[src/rtl/pic_pkg.sv]
package pic_pkg;

    localparam logic [31:0] PRIO_WIN_END = 32'h0000_1000;
    localparam logic [31:0] EN_WIN_BASE  = 32'h0000_2000;
    localparam int unsigned EN_STRIDE_SH = 7;    // 0x80 bytes per context
    localparam logic [31:0] CTL_WIN_BASE = 32'h0020_0000;
    localparam int unsigned CTL_STRIDE_SH = 12;  // 0x1000 bytes per context
    localparam logic [11:0] CTL_OFS_THR  = 12'h000;
    localparam logic [11:0] CTL_OFS_CLM  = 12'h004;

    typedef enum logic [2:0] {
        RK_NONE,
        RK_PRIO,
        RK_ENABLE,
        RK_THRESH,
        RK_CLAIM
    } reg_kind_e;

    typedef struct packed {
        reg_kind_e   kind;
        logic [9:0]  idx;   // source ID or enable word index
        logic [13:0] ctx;   // context index
    } reg_sel_t;

    function automatic reg_sel_t decode_addr(input logic [31:0] a,
                                             input int unsigned nsrc,
                                             input int unsigned nctx);
        reg_sel_t    s;
        logic [31:0] ofs;
        logic [31:0] c;
        s = '{kind: RK_NONE, idx: '0, ctx: '0};
        if (a[1:0] == 2'b00) begin
            if (a < PRIO_WIN_END) begin
                if (32'(a[11:2]) < nsrc) begin
                    s.kind = RK_PRIO;
                    s.idx  = a[11:2];
                end
            end else if (a >= EN_WIN_BASE && a < CTL_WIN_BASE) begin
                ofs = a - EN_WIN_BASE;
                c   = ofs >> EN_STRIDE_SH;
                if (c < nctx && 32'(ofs[6:2]) < (nsrc + 31) / 32) begin
                    s.kind = RK_ENABLE;
                    s.idx  = {5'b0, ofs[6:2]};
                    s.ctx  = c[13:0];
                end
            end else if (a >= CTL_WIN_BASE) begin
                ofs = a - CTL_WIN_BASE;
                c   = ofs >> CTL_STRIDE_SH;
                if (c < nctx) begin
                    s.ctx = c[13:0];
                    if (ofs[11:0] == CTL_OFS_THR)      s.kind = RK_THRESH;
                    else if (ofs[11:0] == CTL_OFS_CLM) s.kind = RK_CLAIM;
                end
            end
        end
        return s;
    endfunction

endpackage

[src/rtl/irq_gateway.sv]
module irq_gateway #(
    parameter bit EDGE = 1'b0
) (
    input  logic clk,
    input  logic rst,
    input  logic src_i,
    input  logic claim_i,
    input  logic complete_i,
    output logic pending_o
);

    logic pend_q;
    logic busy_q;
    logic idle;
    logic trig;

    assign idle      = !pend_q && !busy_q;
    assign pending_o = pend_q;

    generate
        if (EDGE) begin : g_edge
            logic prev_q;
            logic held_q;
            logic rise;

            assign rise = src_i && !prev_q;
            assign trig = rise || held_q;

            always_ff @(posedge clk) begin
                if (rst) begin
                    prev_q <= 1'b0;
                    held_q <= 1'b0;
                end else begin
                    prev_q <= src_i;
                    if (idle && trig)
                        held_q <= 1'b0;
                    else if (rise)
                        held_q <= 1'b1;
                end
            end

            AST_EDGE_KEPT: assert property (@(posedge clk) disable iff (rst)
                (rise && (pend_q || busy_q)) |=> held_q);
        end else begin : g_level
            assign trig = src_i;
        end
    endgenerate

    always_ff @(posedge clk) begin
        if (rst) begin
            pend_q <= 1'b0;
            busy_q <= 1'b0;
        end else begin
            if (claim_i) begin
                pend_q <= 1'b0;
                busy_q <= 1'b1;
            end else if (idle && trig) begin
                pend_q <= 1'b1;
            end
            if (complete_i)
                busy_q <= 1'b0;
        end
    end

    AST_CLAIM_TAKES: assert property (@(posedge clk) disable iff (rst)
        claim_i |=> (!pend_q && busy_q));

    AST_BUSY_BLOCKS: assert property (@(posedge clk) disable iff (rst)
        (busy_q && !complete_i) |=> !pend_q);

endmodule

[src/rtl/irq_ctx_arbiter.sv]
module irq_ctx_arbiter #(
    parameter int NUM_SRC = 16,
    parameter int PRIO_W  = 3,
    localparam int ID_W   = $clog2(NUM_SRC)
) (
    input  logic                        clk,
    input  logic                        rst,
    input  logic [NUM_SRC-1:0]          pend_i,
    input  logic [NUM_SRC-1:0]          en_i,
    input  logic [NUM_SRC*PRIO_W-1:0]   prio_i,
    input  logic [PRIO_W-1:0]           thr_i,
    output logic [ID_W-1:0]             win_id_o,
    output logic                        irq_o
);

    logic [PRIO_W-1:0] best_p;
    logic              found;

    always_comb begin
        best_p   = '0;
        found    = 1'b0;
        win_id_o = '0;
        for (int i = 0; i < NUM_SRC; i++) begin
            if (pend_i[i] && en_i[i] &&
                prio_i[i*PRIO_W +: PRIO_W] > thr_i &&
                (!found || prio_i[i*PRIO_W +: PRIO_W] > best_p)) begin
                found    = 1'b1;
                best_p   = prio_i[i*PRIO_W +: PRIO_W];
                win_id_o = ID_W'(i);
            end
        end
    end

    assign irq_o = found;

    AST_THR_MAX_BLOCKS: assert property (@(posedge clk) disable iff (rst)
        (thr_i == '1) |-> !irq_o);

    AST_WINNER_LIVE: assert property (@(posedge clk) disable iff (rst)
        irq_o |-> (pend_i[win_id_o] && en_i[win_id_o]));

endmodule

[src/rtl/pic_core.sv]
module pic_core
    import pic_pkg::*;
#(
    parameter int                 NUM_SRC   = 16,
    parameter int                 NUM_CTX   = 2,
    parameter int                 PRIO_W    = 3,
    parameter int                 ADDR_W    = 26,
    parameter logic [NUM_SRC-1:0] EDGE_MASK = 16'hFF00
) (
    input  logic               clk,
    input  logic               rst,
    input  logic               bus_req_i,
    input  logic               bus_we_i,
    input  logic [ADDR_W-1:0]  bus_addr_i,
    input  logic [31:0]        bus_wdata_i,
    output logic [31:0]        bus_rdata_o,
    input  logic [NUM_SRC-1:0] irq_src_i,
    output logic [NUM_CTX-1:0] ctx_irq_o
);

    localparam int ID_W  = $clog2(NUM_SRC);
    localparam int CTX_W = (NUM_CTX > 1) ? $clog2(NUM_CTX) : 1;

    reg_sel_t                  sel;
    logic [PRIO_W-1:0]         prio_q [NUM_SRC];
    logic [NUM_SRC-1:0]        en_q   [NUM_CTX];
    logic [PRIO_W-1:0]         thr_q  [NUM_CTX];
    logic [NUM_SRC*PRIO_W-1:0] prio_flat;
    logic [NUM_SRC-1:0]        pend_vec;
    logic [NUM_SRC-1:0]        claim_vec;
    logic [NUM_SRC-1:0]        done_vec;
    logic [ID_W-1:0]           win_id [NUM_CTX];
    logic [ID_W-1:0]           cur_win;
    logic [CTX_W-1:0]          cur_ctx;
    logic [ID_W-1:0]           cur_id;
    logic                      claim_rd;
    logic                      done_wr;
    logic [31:0]               rd_mux;
    logic                      unused_bits;

    assign sel     = decode_addr({{(32-ADDR_W){1'b0}}, bus_addr_i}, NUM_SRC, NUM_CTX);
    assign cur_ctx = sel.ctx[CTX_W-1:0];
    assign cur_id  = sel.idx[ID_W-1:0];
    assign cur_win = win_id[cur_ctx];

    assign claim_rd = bus_req_i && !bus_we_i && sel.kind == RK_CLAIM;
    assign done_wr  = bus_req_i &&  bus_we_i && sel.kind == RK_CLAIM;

    assign unused_bits = ^{sel.idx, sel.ctx, irq_src_i[0]};

    // Per-source capture
    assign pend_vec[0]  = 1'b0;
    assign claim_vec[0] = 1'b0;
    assign done_vec[0]  = 1'b0;
    assign prio_flat[PRIO_W-1:0] = '0;

    generate
        for (genvar s = 1; s < NUM_SRC; s++) begin : g_src
            assign claim_vec[s] = claim_rd && cur_win == ID_W'(s);
            assign done_vec[s]  = done_wr && bus_wdata_i == 32'(s) && en_q[cur_ctx][s];
            assign prio_flat[s*PRIO_W +: PRIO_W] = prio_q[s];

            irq_gateway #(.EDGE(EDGE_MASK[s])) u_gw (
                .clk        (clk),
                .rst        (rst),
                .src_i      (irq_src_i[s]),
                .claim_i    (claim_vec[s]),
                .complete_i (done_vec[s]),
                .pending_o  (pend_vec[s])
            );
        end

        for (genvar c = 0; c < NUM_CTX; c++) begin : g_ctx
            irq_ctx_arbiter #(.NUM_SRC(NUM_SRC), .PRIO_W(PRIO_W)) u_arb (
                .clk      (clk),
                .rst      (rst),
                .pend_i   (pend_vec),
                .en_i     (en_q[c]),
                .prio_i   (prio_flat),
                .thr_i    (thr_q[c]),
                .win_id_o (win_id[c]),
                .irq_o    (ctx_irq_o[c])
            );
        end
    endgenerate

    // Read mux
    always_comb begin
        rd_mux = '0;
        case (sel.kind)
            RK_PRIO:   rd_mux[PRIO_W-1:0] = prio_q[cur_id];
            RK_ENABLE: begin
                for (int b = 0; b < 32; b++) begin
                    if (int'(sel.idx) * 32 + b < NUM_SRC)
                        rd_mux[b] = en_q[cur_ctx][int'(sel.idx) * 32 + b];
                end
            end
            RK_THRESH: rd_mux[PRIO_W-1:0] = thr_q[cur_ctx];
            RK_CLAIM:  rd_mux[ID_W-1:0]   = cur_win;
            default:   rd_mux = '0;
        endcase
    end

    // Register file
    always_ff @(posedge clk) begin
        if (rst) begin
            for (int i = 0; i < NUM_SRC; i++) prio_q[i] <= '0;
            for (int c = 0; c < NUM_CTX; c++) begin
                en_q[c]  <= '0;
                thr_q[c] <= '0;
            end
            bus_rdata_o <= '0;
        end else begin
            if (bus_req_i && bus_we_i) begin
                case (sel.kind)
                    RK_PRIO: begin
                        if (cur_id != '0)
                            prio_q[cur_id] <= bus_wdata_i[PRIO_W-1:0];
                    end
                    RK_ENABLE: begin
                        for (int i = 1; i < NUM_SRC; i++) begin
                            if (i / 32 == int'(sel.idx))
                                en_q[cur_ctx][i] <= bus_wdata_i[i % 32];
                        end
                    end
                    RK_THRESH: thr_q[cur_ctx] <= bus_wdata_i[PRIO_W-1:0];
                    default: ;
                endcase
            end
            if (bus_req_i && !bus_we_i)
                bus_rdata_o <= rd_mux;
        end
    end

    AST_EMPTY_CLAIM: assert property (@(posedge clk) disable iff (rst)
        (claim_rd && cur_win == '0) |=> (bus_rdata_o == '0));

    AST_ONE_CLAIM: assert property (@(posedge clk) disable iff (rst)
        $onehot0(claim_vec));

endmodule

[config.mk]
export PLATFORM = sky130hd
export DESIGN_NAME = pic_core
export DESIGN_NICKNAME = d
export VERILOG_FILES = /design/src/rtl/pic_pkg.sv /design/src/rtl/irq_gateway.sv /design/src/rtl/irq_ctx_arbiter.sv /design/src/rtl/pic_core.sv
export SDC_FILE = /design/constraint.sdc
export NUM_CORES = 1
export LEC_CHECK = 0
export BUFFER_PORTS_ARGS = -buffer_cell sky130_fd_sc_hd__buf_2
export CAP_MARGIN = 10
export CORE_AREA = 2 2 162 164
export DETAILED_ROUTE_END_ITERATION = 16
export DIE_AREA = 0 0 164 166
export PLACE_DENSITY = 0.77
export SLEW_MARGIN = 40
export SYNTH_ARGS = -nofsm -noshare
export SYNTH_HDL_FRONTEND = slang
export SYNTH_HIERARCHICAL = 1
export SYNTH_SLANG_ARGS = --single-unit
export TNS_END_PERCENT = 100
[constraint.sdc]
create_clock -name clk -period 21.3 [get_ports clk]
set_input_delay 4.26 -clock clk [delete_from_list [all_inputs] [get_ports clk]]
set_output_delay 4.26 -clock clk [all_outputs]
set_load 0.005 [all_outputs]
Yosys cells after proc, flatten, opt, wreduce, memory -nomap -nowiden
Memory sizes are Yosys's and may differ from the RTL's.
Index checks and enable logic that the tools add are counted.
{"block": "word_totals", "ff_bits": 78, "mem_bits_rw": 84, "memories": 3}
{"name": "prio_q", "words": 16, "word_bits": 3, "read_ports": 16, "rd_ports_with_merged_regs": 0, "write_ports": 16, "line": "pic_core.sv:25", "source": "logic [PRIO_W-1:0] prio_q [NUM_SRC];"}
{"name": "en_q", "words": 2, "word_bits": 15, "read_ports": 3, "rd_ports_with_merged_regs": 0, "write_ports": 2, "line": "pic_core.sv:26", "source": "logic [NUM_SRC-1:0] en_q [NUM_CTX];"}
{"name": "thr_q", "words": 2, "word_bits": 3, "read_ports": 3, "rd_ports_with_merged_regs": 0, "write_ports": 2, "line": "pic_core.sv:27", "source": "logic [PRIO_W-1:0] thr_q [NUM_CTX];"}
{"block": "op_classes", "eq_ne": 35, "bitwise": 1, "reduce_logical": 325, "muxes": 259, "order_cmp": 131, "add_sub_neg": 33}
{"op": "32-bit by 6-bit less-than comparator with 1-bit output (second input constant)", "n": 31}
{"op": "16-bit by 5-bit less-than comparator with 1-bit output (second input constant)", "n": 31}
{"op": "15-bit by 5-bit adder with 16-bit output (second input constant)", "n": 16}
{"op": "32-bit by 4-bit == test with 1-bit output (second input constant)", "n": 8}
{"op": "1-bit logical AND", "n": 177}
{"op": "3-bit greater-than comparator", "n": 58}
{"op": "1-bit two-way mux", "n": 148}
{"op": "3-bit two-way mux", "n": 43}
{"op": "15-bit by 4-bit adder with 16-bit output (second input constant)", "n": 8}
{"op": "32-bit by 3-bit == test with 1-bit output (second input constant)", "n": 4}
{"op": "1-bit binary-select mux with 4-bit select", "n": 31}
{"op": "4-bit two-way mux", "n": 20}
{"op": "2-bit OR reduction", "n": 38}
{"op": "1-bit logical NOT", "n": 67}
{"op": "15-bit by 3-bit adder with 16-bit output (second input constant)", "n": 4}
{"op": "32-bit by 2-bit == test with 1-bit output (second input constant)", "n": 2}
{"op": "14-bit two-way mux", "n": 4}
{"op": "1-bit logical OR", "n": 36}
{"op": "15-bit by 2-bit adder with 16-bit output (second input constant)", "n": 2}
{"op": "32-bit by 1-bit == test with 1-bit output (second input constant)", "n": 1}
{"op": "4-bit == test (second input constant)", "n": 8}
{"op": "15-bit by 5-bit less-than comparator with 1-bit output (second input constant)", "n": 2}
{"op": "28-bit two-way mux", "n": 1}
{"op": "27-bit two-way mux", "n": 1}
{"op": "34 further kinds", "n": 43}

Depth between registers and ports, before layout
An unclocked memory read counts as a cell.
{"block": "depth", "word_depth": 66, "depth_mapped": 138}

Cells and area by module
Netlist, hierarchy kept.
{"mod": "pic_core", "instances": 1, "area_each_um2": 5745.5, "seq_area_each_um2": 2842.7, "cells_per_inst": 579}
{"mod": "irq_ctx_arbiter at g_ctx[0].u_arb", "instances": 1, "area_each_um2": 3308.2, "seq_area_each_um2": 0.0, "cells_per_inst": 444}
{"mod": "irq_ctx_arbiter at g_ctx[1].u_arb", "instances": 1, "area_each_um2": 3264.4, "seq_area_each_um2": 0.0, "cells_per_inst": 436}
{"mod": "irq_gateway at g_src[10].u_gw ...", "instances": 8, "area_each_um2": 136.4, "seq_area_each_um2": 80.1, "cells_per_inst": 14}
{"mod": "irq_gateway at g_src[1].u_gw ...", "instances": 7, "area_each_um2": 66.3, "seq_area_each_um2": 40.0, "cells_per_inst": 7}

Least setup slack after synthesis
OpenSTA, ideal clock, no wires.
{"block": "synth_timing", "path_type": "reg2reg", "from": "memory thr_q[0][1]", "to": "register g_src[10].u_gw.pend_q", "required_time_ns": 21.188, "setup_time_ns": 0.112, "synth_period_minus_slack_ns": 20.694, "stages_incl_launch_ff": 120, "arrival_ns": 20.582, "setup_slack_ns": 0.606, "path_buffers": 2, "path_cell_list": "edfxtp_1 inv_1 ha_1 nor2b_1 o311ai_2 or2_1 a21oi_2 a22oi_1 ha_1 nor2b_1 o21a_1 o21ai_0 a21oi_1 a221oi_1 o21bai_1 ha_1 nor2b_1 o21ai_0 [... 84 more ...] a21o_1 a21oi_1 a31oi_1 o21ai_1 nand2b_1 o221ai_1 ha_1 a21o_1 a21oi_1 a31oi_1 o21ai_0 nand2_1 nor3_1 nand4_1 mux2_2 nand2_1 nor2_1 a2111oi_1"}
{"element": "from (decl)", "line": "pic_core.sv:27"}
{"element": "to (signal assigned)", "line": "irq_gateway.sv:51", "source": "pend_q <= 1'b0;"}
{"element": "to (signal assigned)", "line": "irq_gateway.sv:55", "source": "pend_q <= 1'b0;"}
{"element": "to (signal assigned)", "line": "irq_gateway.sv:58", "source": "pend_q <= 1'b1;"}
{"element": "to (decl)", "line": "irq_gateway.sv:12", "source": "logic pend_q;"}

==> impl_metrics.env <==
export IMPL_critPathKind="reg -> reg"
export IMPL_synth_top_cells_by_count="ha_1, nor2_1, nand2_1, inv_1"
export IMPL_final_layout_size_suffix_gt1_frac=0.2953
export IMPL_clock_path_buffers=2
export IMPL_number_of_antenna_repair_diodes=0
export IMPL_grt_setup_unrepaired="true"
export IMPL_synth_area_per_cell_sq_um=8.564
export IMPL_hp_class="reg -> reg"
export IMPL_avgViaCountPerCell=6.368
export IMPL_yosysWarningCount=6
export IMPL_hold_path_depth=2
export IMPL_fill_cell_total_of_the_finished_layout=1827
export IMPL_final_seq_area_sq_um=3764
export IMPL_nNetsFinal=2157
export IMPL_worstMarginPinSlew_ns=0.9311
export IMPL_number_of_clock_buffers_inserted_by_tritoncts=17
export IMPL_synth_edf_count=84
export IMPL_ctsHtreeMaxLevel=4
export IMPL_die_x_microns=164
export IMPL_route_final_wire_length_microns=46290
export IMPL_timing_critical_path_slowest_stage_cell="edfxtp_1"
export IMPL_critical_path_startpoint_type="register"
export IMPL_worst_ep_required_time_ns=21.64
export IMPL_period_utilization=0.9914
export IMPL_hold_viol=0
export IMPL_num_io_pins=112
export IMPL_max_freq_mhz=47.36
export IMPL_clock_insertion_delay_worst_skew_ns=0.42
export IMPL_synthesis_instances=1620
export IMPL_multi_input_comb_area_sq_um=10790
export IMPL_synthesis_area_sq_um=13870
export IMPL_internal_reg_to_reg_setup_slack_ns=0.18
export IMPL_run_status="finished, final reports clean"
export IMPL_core_rowCount=59
export IMPL_final_core_density=0.6972
export IMPL_async_flop_share=0
export IMPL_timing_max_cap_violations=0
export IMPL_setup_violations_final=0
export IMPL_area_delta_synth_final_pct=28.73
export IMPL_design_core_area_sq_um=25620
export IMPL_pin_count_of_the_biggest_net_entering_global_routing=66
export IMPL_globalRoute_totalOverflow=0
export IMPL_via_count_of_the_first_global_routing_pass=13410
export IMPL_dr_first_iter_drc_count=1255
export IMPL_final_setup_skew_ns=0.01145
export IMPL_cp_data_arrival_time_ns=21.46
export IMPL_start_util=0.5416
export IMPL_capturing_element_type_of_the_critical_path="register"
export IMPL_synth_main_ff_cell="edfxtp_1"
export IMPL_buffer_ports_inserted=94
export IMPL_cts_hold_buf=0
export IMPL_cts_num_sinks=146
export IMPL_worst_r2r_path_depth=123
export IMPL_netlist_top_cell_by_area="edfxtp_1"
export IMPL_gp_routability_congestion=0.9809
export IMPL_synth_seq_area_share=0.2713
export IMPL_number_of_flip_flops_and_latches_in_the_synthesized_netlist=146
export IMPL_die_area_sq_um=27220
export IMPL_leakagePower_nw=7.510
export IMPL_min_period_ns=21.12
export IMPL_antenna_left=0
export IMPL_setup_tns_ns=0
export IMPL_clkTransAtPathRegs_ns=0.07
export IMPL_grt_usage=0.3160
export IMPL_antenna_found_initial=0
export IMPL_cts_tree="done"
export IMPL_fp_dieH_microns=166
export IMPL_synth_largest_type_area_fraction=0.1818
export IMPL_detail_route_drc_violations=0
export IMPL_wire_per_inst_microns=20.56
export IMPL_vias=14340
export IMPL_slew_violations=0
export IMPL_post_synth_main_area_contributors="edfxtp_1, ha_1, dfxtp_1"
export IMPL_cts_root_buffer_type="clkbuf_16"
export IMPL_cell_with_the_most_instances_after_synthesis="ha_1"
export IMPL_grt_pass1_wl_microns=68420
export IMPL_power_per_cell_area_nw_per_um2=62.51
export IMPL_vdd_ir_drop_worst_mv=0.06218
export IMPL_cp_max_fo=6
export IMPL_synthDistinctLibCells=110
export IMPL_dp_final_hpwl_microns=33770
export IMPL_relSlewSlack=0.3750
export IMPL_critPathMaxStageDelay_ns=0.45
export IMPL_drt_pre_antenna_iters=8
==> registers in the layout, summed over array words and instances (netlist names) <==
name / count
bus_rdata_o: 16
thr_q: 6
g_src.u_gw/g_edge.prev_q: 8
g_src.u_gw/g_edge.held_q: 8
g_src.u_gw/busy_q: 15
prio_q: 48
en_q: 30
g_src.u_gw/pending_o: 15
==> what timing repair did <==
item,CTS,global route
endpoints found under the setup margin,34,34
buffers inserted,8,62
cloned,0,0
gates resized for setup,37,265
pin swaps,8,154
==> stage by stage <==
step                      instance area [sq um]  instances  hold slack (ns)  power [mW]  worst slack, ns
after floorplan                           14020       1660           0.4253      0.5540           0.6061
after global placement                    15480       2150           0.4382      0.6590          -0.1878
after detailed placement                  15480       2150           0.4421      0.6745          -0.8295
after CTS                                 16270       2190           0.4557      0.9863         0.005731
after global routing                      17860       2252           0.4796       1.164          -0.8567
final                                     17860       2252           0.4579       1.116           0.1834
==> path summary, 6_finish.rpt <==
path,startpoint,end
setup / recovery,prio_q[1][1]$_SDFFCE_PN0P_,g_src[4].u_gw/busy_q$_SDFFE_PP0P_
hold / removal,g_src[10].u_gw/g_edge.held_q$_SDFFE_PP0P_,g_src[10].u_gw/g_edge.held_q$_SDFFE_PP0P_
setup reg to reg,prio_q[1][1]$_SDFFCE_PN0P_,g_src[4].u_gw/busy_q$_SDFFE_PP0P_
hold reg to reg,g_src[10].u_gw/g_edge.held_q$_SDFFE_PP0P_,g_src[10].u_gw/g_edge.held_q$_SDFFE_PP0P_
==> cell families (layout without fill, tap and decap cells) <==
family                   after synthesis  in the layout  share of synthesized area
adder cells (fa/ha/maj)              176            176                     0.1585
flip-flops                           146            146                     0.2713
AND/OR/NAND/NOR                      661            661                     0.2560
multiplexers                          46             46                    0.03644
buffers and inverters                157            414                    0.04942
other                                  1             41                  0.0002703
AO/OA/AOI/OAI                        430            430                     0.2261
XOR/XNOR                               3              3                   0.001894
==> worst max-delay path, delay by kind of cell, from the launching register on <==
kind / cells / cell delay (ns)
compound gates: 66 / 10.04
fa+ha+maj: 16 / 4.73
buf+inv: 9 / 1.13
flops: 1 / 0.45
mux: 2 / 0.51
simple gates: 30 / 4.12
==> report_power, final <==
part	leakage [nW]	internal (mW)	total, mW	switching (mW)
Combinational	5.90	0.222	0.476	0.254
Sequential	1.31	0.310	0.332	0.0216
Clock	0.303	0.179	0.308	0.129
Total	7.51	0.712	1.12	0.404
==> per-layer routing <==
layer,vias up,global-route usage,part of all wire,wire [microns]
met5,-,0,0,0
met4,0,0.1217,0.048,2227
met3,179,0.05470,0.085,3914
met2,796,0.5294,0.48,22070
met1,6770,0.4045,0.39,18080
li1,6595,-,-,-
==> cell type report <==
| class | instances | share of cell area |
|---|---|---|
| inverter | 108 | 0.02270 |
| timing repair buffer | 274 | 0.1049 |
| clock inverter | 12 | 0.007356 |
| tap | 335 | 0.02347 |
| multi-input combinational | 1357 | 0.6040 |
| sequential | 146 | 0.2107 |
| clock buffer | 20 | 0.02683 |
==> cell usage in the layout (no fill, tap or decap), types with 17 or more instances in the layout <==
cell         n
a21o_1      23
a21oi_1     66
a21oi_2     26
and2_1      85
buf_2       94
buf_4      166
clkbuf_16   19
conb_1      41
dfxtp_1     62
edfxtp_1    84
ha_1       161
inv_1      101
mux2i_1     32
nand2_1    109
nand2b_1    23
nand3_1     49
nand4_1     17
nor2_1     107
nor2b_1     52
nor3_1      51
nor4_1      24
o21a_1      21
o21ai_0     41
o21ai_1     23
o21ai_2     25
Power figures use the tool's default switching activity.
